--- config.mk ---
export PLATFORM = sky130hd
export DESIGN_NAME = bctw_top
export DESIGN_NICKNAME = d
export VERILOG_FILES = /design/src/rtl/bctw_pkg.sv /design/src/rtl/bctw_entry_fmt.sv /design/src/rtl/bctw_addr_gen.sv /design/src/rtl/bctw_wr_fsm.sv /design/src/rtl/bctw_top.sv
export SDC_FILE = /design/constraint.sdc
export NUM_CORES = 1
export LEC_CHECK = 0
export BUFFER_PORTS_ARGS = -buffer_cell sky130_fd_sc_hd__buf_2
export CAP_MARGIN = 15
export CORE_ASPECT_RATIO = 0.7
export CORE_MARGIN = 2
export CORE_UTILIZATION = 59
export CTS_BUF_LIST = sky130_fd_sc_hd__clkbuf_16
export CTS_CLUSTER_DIAMETER = 30
export DETAILED_ROUTE_END_ITERATION = 16
export PLACE_DENSITY = 0.9
export SLEW_MARGIN = 20
export SYNTH_ARGS = -nofsm -noshare
export SYNTH_HDL_FRONTEND = slang
export SYNTH_SLANG_ARGS = --single-unit
--- constraint.sdc ---
create_clock -name clk -period 3.7 [get_ports clk]
set_clock_uncertainty 0.05 [all_clocks]
set_input_delay 0.185 -clock clk [delete_from_list [all_inputs] [get_ports clk]]
set_output_delay 0.185 -clock clk [all_outputs]
set_load 0.02 [all_outputs]
--- src/rtl/bctw_pkg.sv ---
package bctw_pkg;

    // bytes occupied by one table entry
    localparam int ENTRY_BYTES = 2;

    typedef enum logic [1:0] {
        ST_IDLE   = 2'd0,
        ST_PRIM   = 2'd1,
        ST_PRIM_M = 2'd2,
        ST_MIRR   = 2'd3
    } bct_state_e;

endpackage

--- src/rtl/bctw_entry_fmt.sv ---
// Packs a byte count into a table entry, clamping to the field range.
module bctw_entry_fmt #(
    parameter int IN_W    = 16,
    parameter int CNT_W   = 12,
    parameter int ENTRY_W = 16
) (
    input  logic [IN_W-1:0]    bytes_in,
    output logic [ENTRY_W-1:0] entry_out,
    output logic               clamped
);
    localparam int PAD_W = ENTRY_W - CNT_W;

    generate
        if (IN_W > CNT_W) begin : g_clamp
            localparam logic [IN_W-1:0] CNT_MAX = IN_W'((1 << CNT_W) - 1);
            logic [CNT_W-1:0] field;
            always_comb begin
                clamped = (bytes_in > CNT_MAX);
                field   = clamped ? CNT_MAX[CNT_W-1:0] : bytes_in[CNT_W-1:0];
            end
            assign entry_out = {{PAD_W{1'b0}}, field};
        end else begin : g_fit
            assign clamped   = 1'b0;
            assign entry_out = ENTRY_W'(bytes_in);
        end
    endgenerate

endmodule

--- src/rtl/bctw_addr_gen.sv ---
// Computes primary and shadow byte addresses and whether a shadow copy is due.
module bctw_addr_gen #(
    parameter int ADDR_W       = 32,
    parameter int NUM_QUEUES   = 16,
    parameter int RING_SLOTS   = 256,
    parameter int MIRROR_SLOTS = 64,
    parameter int STRIDE_BYTES = 1024,
    localparam int Q_W         = $clog2(NUM_QUEUES),
    localparam int SLOT_W      = $clog2(RING_SLOTS)
) (
    input  logic [ADDR_W-1:0] base,
    input  logic [Q_W-1:0]    queue,
    input  logic [SLOT_W-1:0] slot,
    output logic [ADDR_W-1:0] prim_addr,
    output logic [ADDR_W-1:0] mirr_addr,
    output logic              need_mirror
);
    import bctw_pkg::*;

    localparam int  ENTRY_SH   = $clog2(ENTRY_BYTES);
    localparam bit  STRIDE_P2  = ((STRIDE_BYTES & (STRIDE_BYTES - 1)) == 0);
    localparam int  STRIDE_SH  = $clog2(STRIDE_BYTES);
    localparam logic [SLOT_W:0]   MIRR_LIM = (SLOT_W + 1)'(MIRROR_SLOTS);
    localparam logic [ADDR_W-1:0] MIRR_OFS = ADDR_W'(RING_SLOTS * ENTRY_BYTES);

    logic [ADDR_W-1:0] queue_ofs;
    logic [ADDR_W-1:0] slot_ofs;

    generate
        if (STRIDE_P2) begin : g_shift
            assign queue_ofs = ADDR_W'(queue) << STRIDE_SH;
        end else begin : g_mult
            assign queue_ofs = ADDR_W'(queue) * ADDR_W'(STRIDE_BYTES);
        end
    endgenerate

    always_comb begin
        slot_ofs    = ADDR_W'(slot) << ENTRY_SH;
        prim_addr   = base + queue_ofs + slot_ofs;
        mirr_addr   = prim_addr + MIRR_OFS;
        need_mirror = ({1'b0, slot} < MIRR_LIM);
    end

endmodule

--- src/rtl/bctw_wr_fsm.sv ---
// Sequences primary and shadow writes and drives the memory port.
module bctw_wr_fsm #(
    parameter int ADDR_W  = 32,
    parameter int ENTRY_W = 16
) (
    input  logic               clk,
    input  logic               rst_n,
    input  logic               req_valid,
    output logic               req_ready,
    input  logic               need_mirror,
    input  logic [ADDR_W-1:0]  prim_addr,
    input  logic [ADDR_W-1:0]  mirr_addr,
    input  logic [ENTRY_W-1:0] entry,
    input  logic               clamped,
    output logic               wr_en,
    output logic [ADDR_W-1:0]  wr_addr,
    output logic [ENTRY_W-1:0] wr_data,
    output logic               sat_err
);
    import bctw_pkg::*;

    bct_state_e        state_q;
    bct_state_e        state_d;
    logic              accept;
    logic [ADDR_W-1:0] mirr_addr_q;

    assign req_ready = (state_q != ST_PRIM_M);
    assign accept    = req_valid && req_ready;

    // next state
    always_comb begin
        state_d = state_q;
        unique case (state_q)
            ST_IDLE, ST_PRIM, ST_MIRR: begin
                if (accept) state_d = need_mirror ? ST_PRIM_M : ST_PRIM;
                else        state_d = ST_IDLE;
            end
            ST_PRIM_M: state_d = ST_MIRR;
            default:   state_d = ST_IDLE;
        endcase
    end

    // state register
    always_ff @(posedge clk or negedge rst_n) begin
        if (!rst_n) state_q <= ST_IDLE;
        else        state_q <= state_d;
    end

    // registered port outputs; data is held for the shadow write
    always_ff @(posedge clk or negedge rst_n) begin
        if (!rst_n) begin
            wr_en       <= 1'b0;
            wr_addr     <= '0;
            wr_data     <= '0;
            sat_err     <= 1'b0;
            mirr_addr_q <= '0;
        end else begin
            wr_en   <= 1'b0;
            sat_err <= 1'b0;
            if (accept) begin
                wr_en       <= 1'b1;
                wr_addr     <= prim_addr;
                wr_data     <= entry;
                sat_err     <= clamped;
                mirr_addr_q <= mirr_addr;
            end else if (state_q == ST_PRIM_M) begin
                wr_en   <= 1'b1;
                wr_addr <= mirr_addr_q;
            end
        end
    end

endmodule

--- src/rtl/bctw_top.sv ---
// Byte-count table writer: top level.
module bctw_top #(
    parameter int ADDR_W       = 32,
    parameter int NUM_QUEUES   = 16,
    parameter int RING_SLOTS   = 256,
    parameter int MIRROR_SLOTS = 64,
    parameter int STRIDE_BYTES = 1024,
    parameter int BYTES_W      = 16,
    parameter int CNT_W        = 12,
    parameter int ENTRY_W      = 16,
    localparam int Q_W         = $clog2(NUM_QUEUES),
    localparam int SLOT_W      = $clog2(RING_SLOTS)
) (
    input  logic               clk,
    input  logic               rst_n,
    input  logic [ADDR_W-1:0]  tbl_base,
    input  logic               req_valid,
    output logic               req_ready,
    input  logic [Q_W-1:0]     req_queue,
    input  logic [SLOT_W-1:0]  req_slot,
    input  logic [BYTES_W-1:0] req_bytes,
    output logic               wr_en,
    output logic [ADDR_W-1:0]  wr_addr,
    output logic [ENTRY_W-1:0] wr_data,
    output logic               sat_err
);
    logic [ADDR_W-1:0]  prim_addr;
    logic [ADDR_W-1:0]  mirr_addr;
    logic               need_mirror;
    logic [ENTRY_W-1:0] entry;
    logic               clamped;

    bctw_entry_fmt #(
        .IN_W    (BYTES_W),
        .CNT_W   (CNT_W),
        .ENTRY_W (ENTRY_W)
    ) u_fmt (
        .bytes_in  (req_bytes),
        .entry_out (entry),
        .clamped   (clamped)
    );

    bctw_addr_gen #(
        .ADDR_W       (ADDR_W),
        .NUM_QUEUES   (NUM_QUEUES),
        .RING_SLOTS   (RING_SLOTS),
        .MIRROR_SLOTS (MIRROR_SLOTS),
        .STRIDE_BYTES (STRIDE_BYTES)
    ) u_addr (
        .base        (tbl_base),
        .queue       (req_queue),
        .slot        (req_slot),
        .prim_addr   (prim_addr),
        .mirr_addr   (mirr_addr),
        .need_mirror (need_mirror)
    );

    bctw_wr_fsm #(
        .ADDR_W  (ADDR_W),
        .ENTRY_W (ENTRY_W)
    ) u_fsm (
        .clk         (clk),
        .rst_n       (rst_n),
        .req_valid   (req_valid),
        .req_ready   (req_ready),
        .need_mirror (need_mirror),
        .prim_addr   (prim_addr),
        .mirr_addr   (mirr_addr),
        .entry       (entry),
        .clamped     (clamped),
        .wr_en       (wr_en),
        .wr_addr     (wr_addr),
        .wr_data     (wr_data),
        .sat_err     (sat_err)
    );

endmodule

==> impl_results.md <==
- Outcome: finished clean
- FF-to-FF End: u_fsm.wr_addr[6]
- Die height: around 80 µm
- Vias in the first global route: 4584
- Total power: 0.002815 W
- Power per cell area: roughly 480 nW/µm²
- Final core occ: ~74%
- Setup crit start kind: primary input
- Fillers: between 500 and 600
- Site Rows: 27
- Die W: 111.7 µm
- CTS tree: built
- TritonCTS Buffers: 9
- PortBufs: about 110
- Die area: 8862 µm²
- Ant. Diodes: 0
- Buffers & Inverters on Critical Path: 3
- Ys flop type: dfrtp_1
- CP max FO: 4
- Reg area: 2002 µm²
- Starting Density: around 60%
- CP Cell Sequence: buf_2, ha_1, fa_1, a211oi_2, o211ai_2, and3_1, nor2_1, ha_1, inv_1, a2111oi_1, nand4_1, buf_4, or3_1, or3_1, a221o_1
- # IOs: 114
- NumNets Final: 730
- Crit share post-route: just over 90%
- Fraction of layout cells with a size suffix above 1: 26.03%
- Via Count: 4700
- Critical Path Max Stage Delay: 400 ps
- Crit end category: flop
- Critical Path RT: 3860 ps
- Max_cap viols: 0
- Reg2reg path depth: 6
- Critical path origin: tbl_base[1]
- Mean area per synthesized cell: 8.931 µm²
- Mapped Area: roughly 4800 µm²
- Slew headroom: 46.88%
- Total core area: roughly 7900 µm²
- Final hold violation count: 0
- Initial antenna violation count: 0
- Seq cells post-synth: 80
- CP Capture Point: u_fsm.mirr_addr_q[31]
- Routed Antenna Nets: 0
- Non-Filler Instances: around 760
- Largest delay share family, worst path: simple AND/OR/NAND/NOR gates
- Remaining Overflow, GRT: 0
- Area delta synth->final: 22.45%
- Async S/R FF share, synth: 100.0%
- Hpwl dp: 9245 µm
- Fmax: 293.8 MHz
- Multi-input gate area: approximately 2600 µm²
- Worst path slowest cell: fa_1
- DR WL/cell: between 15 and 20 µm
- Kind of critical path: primary input to flop
- Tightest Pin Transition: about 800 ps
- Final Slew Violations: 0
- CTS H-Tree Depth: 3
- WP depth: 15
- Initial DRT Pass Iterations: 6
- Number of synthesized flops with an enable pin: 0
- First-pass GRT wire length: 22030 µm
- Post-placement cell count: between 700 and 800
- Peak supply drop: roughly 0.00034 V
- Overall routed net length: between 10000 and 15000 µm
- Root buf cell: clkbuf_16
- GP Congestion: 0.8850
- DRC Markers: 0
- Cell variety after synth: 66
- Pin count of the biggest net entering global routing: 81
- Clock sink count: 80
- Post-Place Setup Slack: -48.06 ps
- Worst reg-to-reg setup slack: 1240 ps
- Fin Setup TNS: 0 ps
- Reg-to-reg startpoint: u_fsm.state_q[0]
- Worst Hold Class: primary input to flop
- Final WS setup: 296.0 ps
- WHS Path Cells: 2
- Syn Inst Count: 536
- Worst EP arrival: 3570 ps
- Clock buffer depth: 2
- Clock Latency Late Sink: roughly 340 ps
- First-iteration detailed-routing DRC count: about 570
- Min cycle time layout: around 3400 ps
- Via density: 6.201
- RSZ-0062 raised after global routing: no
- CTS clk-pin slew, worst paths: 60 ps
- Synth warnings: 0
- Sequential-to-total area share from yosys stat: a little over two fifths
- Leak: between 2 and 3 nW
- Gr usage total: a little under a third
- Setup bufs post-CTS: 0
- # setup viols final: 0
-- cells in the final DEF, fill, tap and decap left out, drive strengths merged, types with 9 or more instances in the layout --
| cell type | instances |
|---|---|
| nand2 | 110 |
| buf | 132 |
| ha | 13 |
| clkbuf | 9 |
| xnor2 | 28 |
| dfrtp | 80 |
| a211oi | 9 |
| nand3 | 15 |
| a21oi | 18 |
| inv | 10 |
| xor2 | 11 |
| nor2 | 22 |
| o21ai | 62 |
| o22a | 12 |
-- layer usage --
| metal | global-route usage [%] | vias to the layer above | wire length, µm |
|---|---|---|---|
| met2 | 52.00 | 295 | 6097 |
| met5 | 0 | - | 0 |
| met3 | 6.336 | 38 | 1222 |
| met1 | 41.03 | 2222 | 5603 |
| met4 | 10.25 | 0 | 286 |
| li1 | - | 2145 | - |
-- synth_stat cells (all sizes together) (3+ instances only) --
library cell / count / area share, %
nand2: 110 / 8.7
dfrtp: 80 / 42
o21ai: 62 / 6.5
xnor2: 28 / 5.3
nor2: 22 / 1.7
clkbuf: 19 / 1.5
a21oi: 18 / 2.0
nand3: 15 / 1.6
ha: 13 / 3.4
o22a: 12 / 2.2
buf: 11 / 1.3
xor2: 11 / 2.0
inv: 10 / 0.78
a211oi: 9 / 1.6
a31oi: 8 / 1.0
mux2i: 8 / 1.7
nand4: 8 / 1.2
nor3: 8 / 0.94
o211ai: 8 / 1.6
nor4: 7 / 1.0
a21o: 6 / 0.94
or3: 6 / 0.78
and2: 5 / 0.65
mux2: 4 / 0.94
nand2b: 4 / 0.52
a21boi: 3 / 0.55
a311oi: 3 / 0.68
and3: 3 / 0.39
nor2b: 3 / 0.39
o31ai: 3 / 0.47
or4: 3 / 0.47
-- sequential cells by signal, indices dropped and copies added, names as in the netlist --
signal and count:
u_fsm.mirr_addr_q 32, u_fsm.sat_err 1, u_fsm.state_q 2, u_fsm.wr_addr 32, u_fsm.wr_data 12, u_fsm.wr_en 1
-- worst min path at each step --
stage	startpoint	endpoint	slack, ps
final	req_bytes[0]	u_fsm.wr_data[0]	10
after global routing	req_bytes[1]	u_fsm.wr_data[1]	20
after CTS	rst_n	u_fsm.wr_addr[27]	4
after detailed placement	req_bytes[0]	u_fsm.wr_data[0]	350
after global placement	rst_n	u_fsm.wr_addr[29]	340
after floorplan	rst_n	u_fsm.mirr_addr_q[0]	-160
-- power breakdown --
part / internal (W) / leakage (nW) / total, W / switching (W)
Clock: 0.000584 / 0.147 / 0.000932 / 0.000348
Combinational: 0.000282 / 1.50 / 0.000774 / 0.000492
Sequential: 0.00102 / 0.917 / 0.00111 / 0.0000844
-- logic make-up after synthesis --
logic type               share of synthesized area (%)
flip-flops                                       41.82
buffers and inverters                            3.607
other                                          0.07834
AND/OR/NAND/NOR                                  20.18
adder cells (fa/ha/maj)                          3.816
XOR/XNOR                                         7.292
multiplexers                                     2.614
AO/OA/AOI/OAI                                    20.60
-- stage by stage --
stage          cell area, µm²  hold slack (ps)
6_report                 5862            13.29
5_1_grt                  5862            21.05
4_1_cts                  5821            3.949
3_5_place_dp             5510            353.0
3_3_place_gp             5510            343.5
2_1_floorplan            4803           -160.6
-- layout make-up --
type / count / share of cell area [%]
Clock inverter: 6 / 1.451
Multi-Input combinational cell: 419 / 44.95
Timing Repair Buffer: 133 / 12.81
Clock buffer: 9 / 3.842
Sequential cell: 80 / 34.15
Tap cell: 101 / 2.156
Inverter: 10 / 0.6403
-- repair_timing --
action,in CTS,in global routing
endpoints found under the setup margin,0,1
gates resized for setup,0,1
hold endpoints to repair,0,20
hold buffers,0,1
Note: power is estimated with default switching activity, not from simulation.
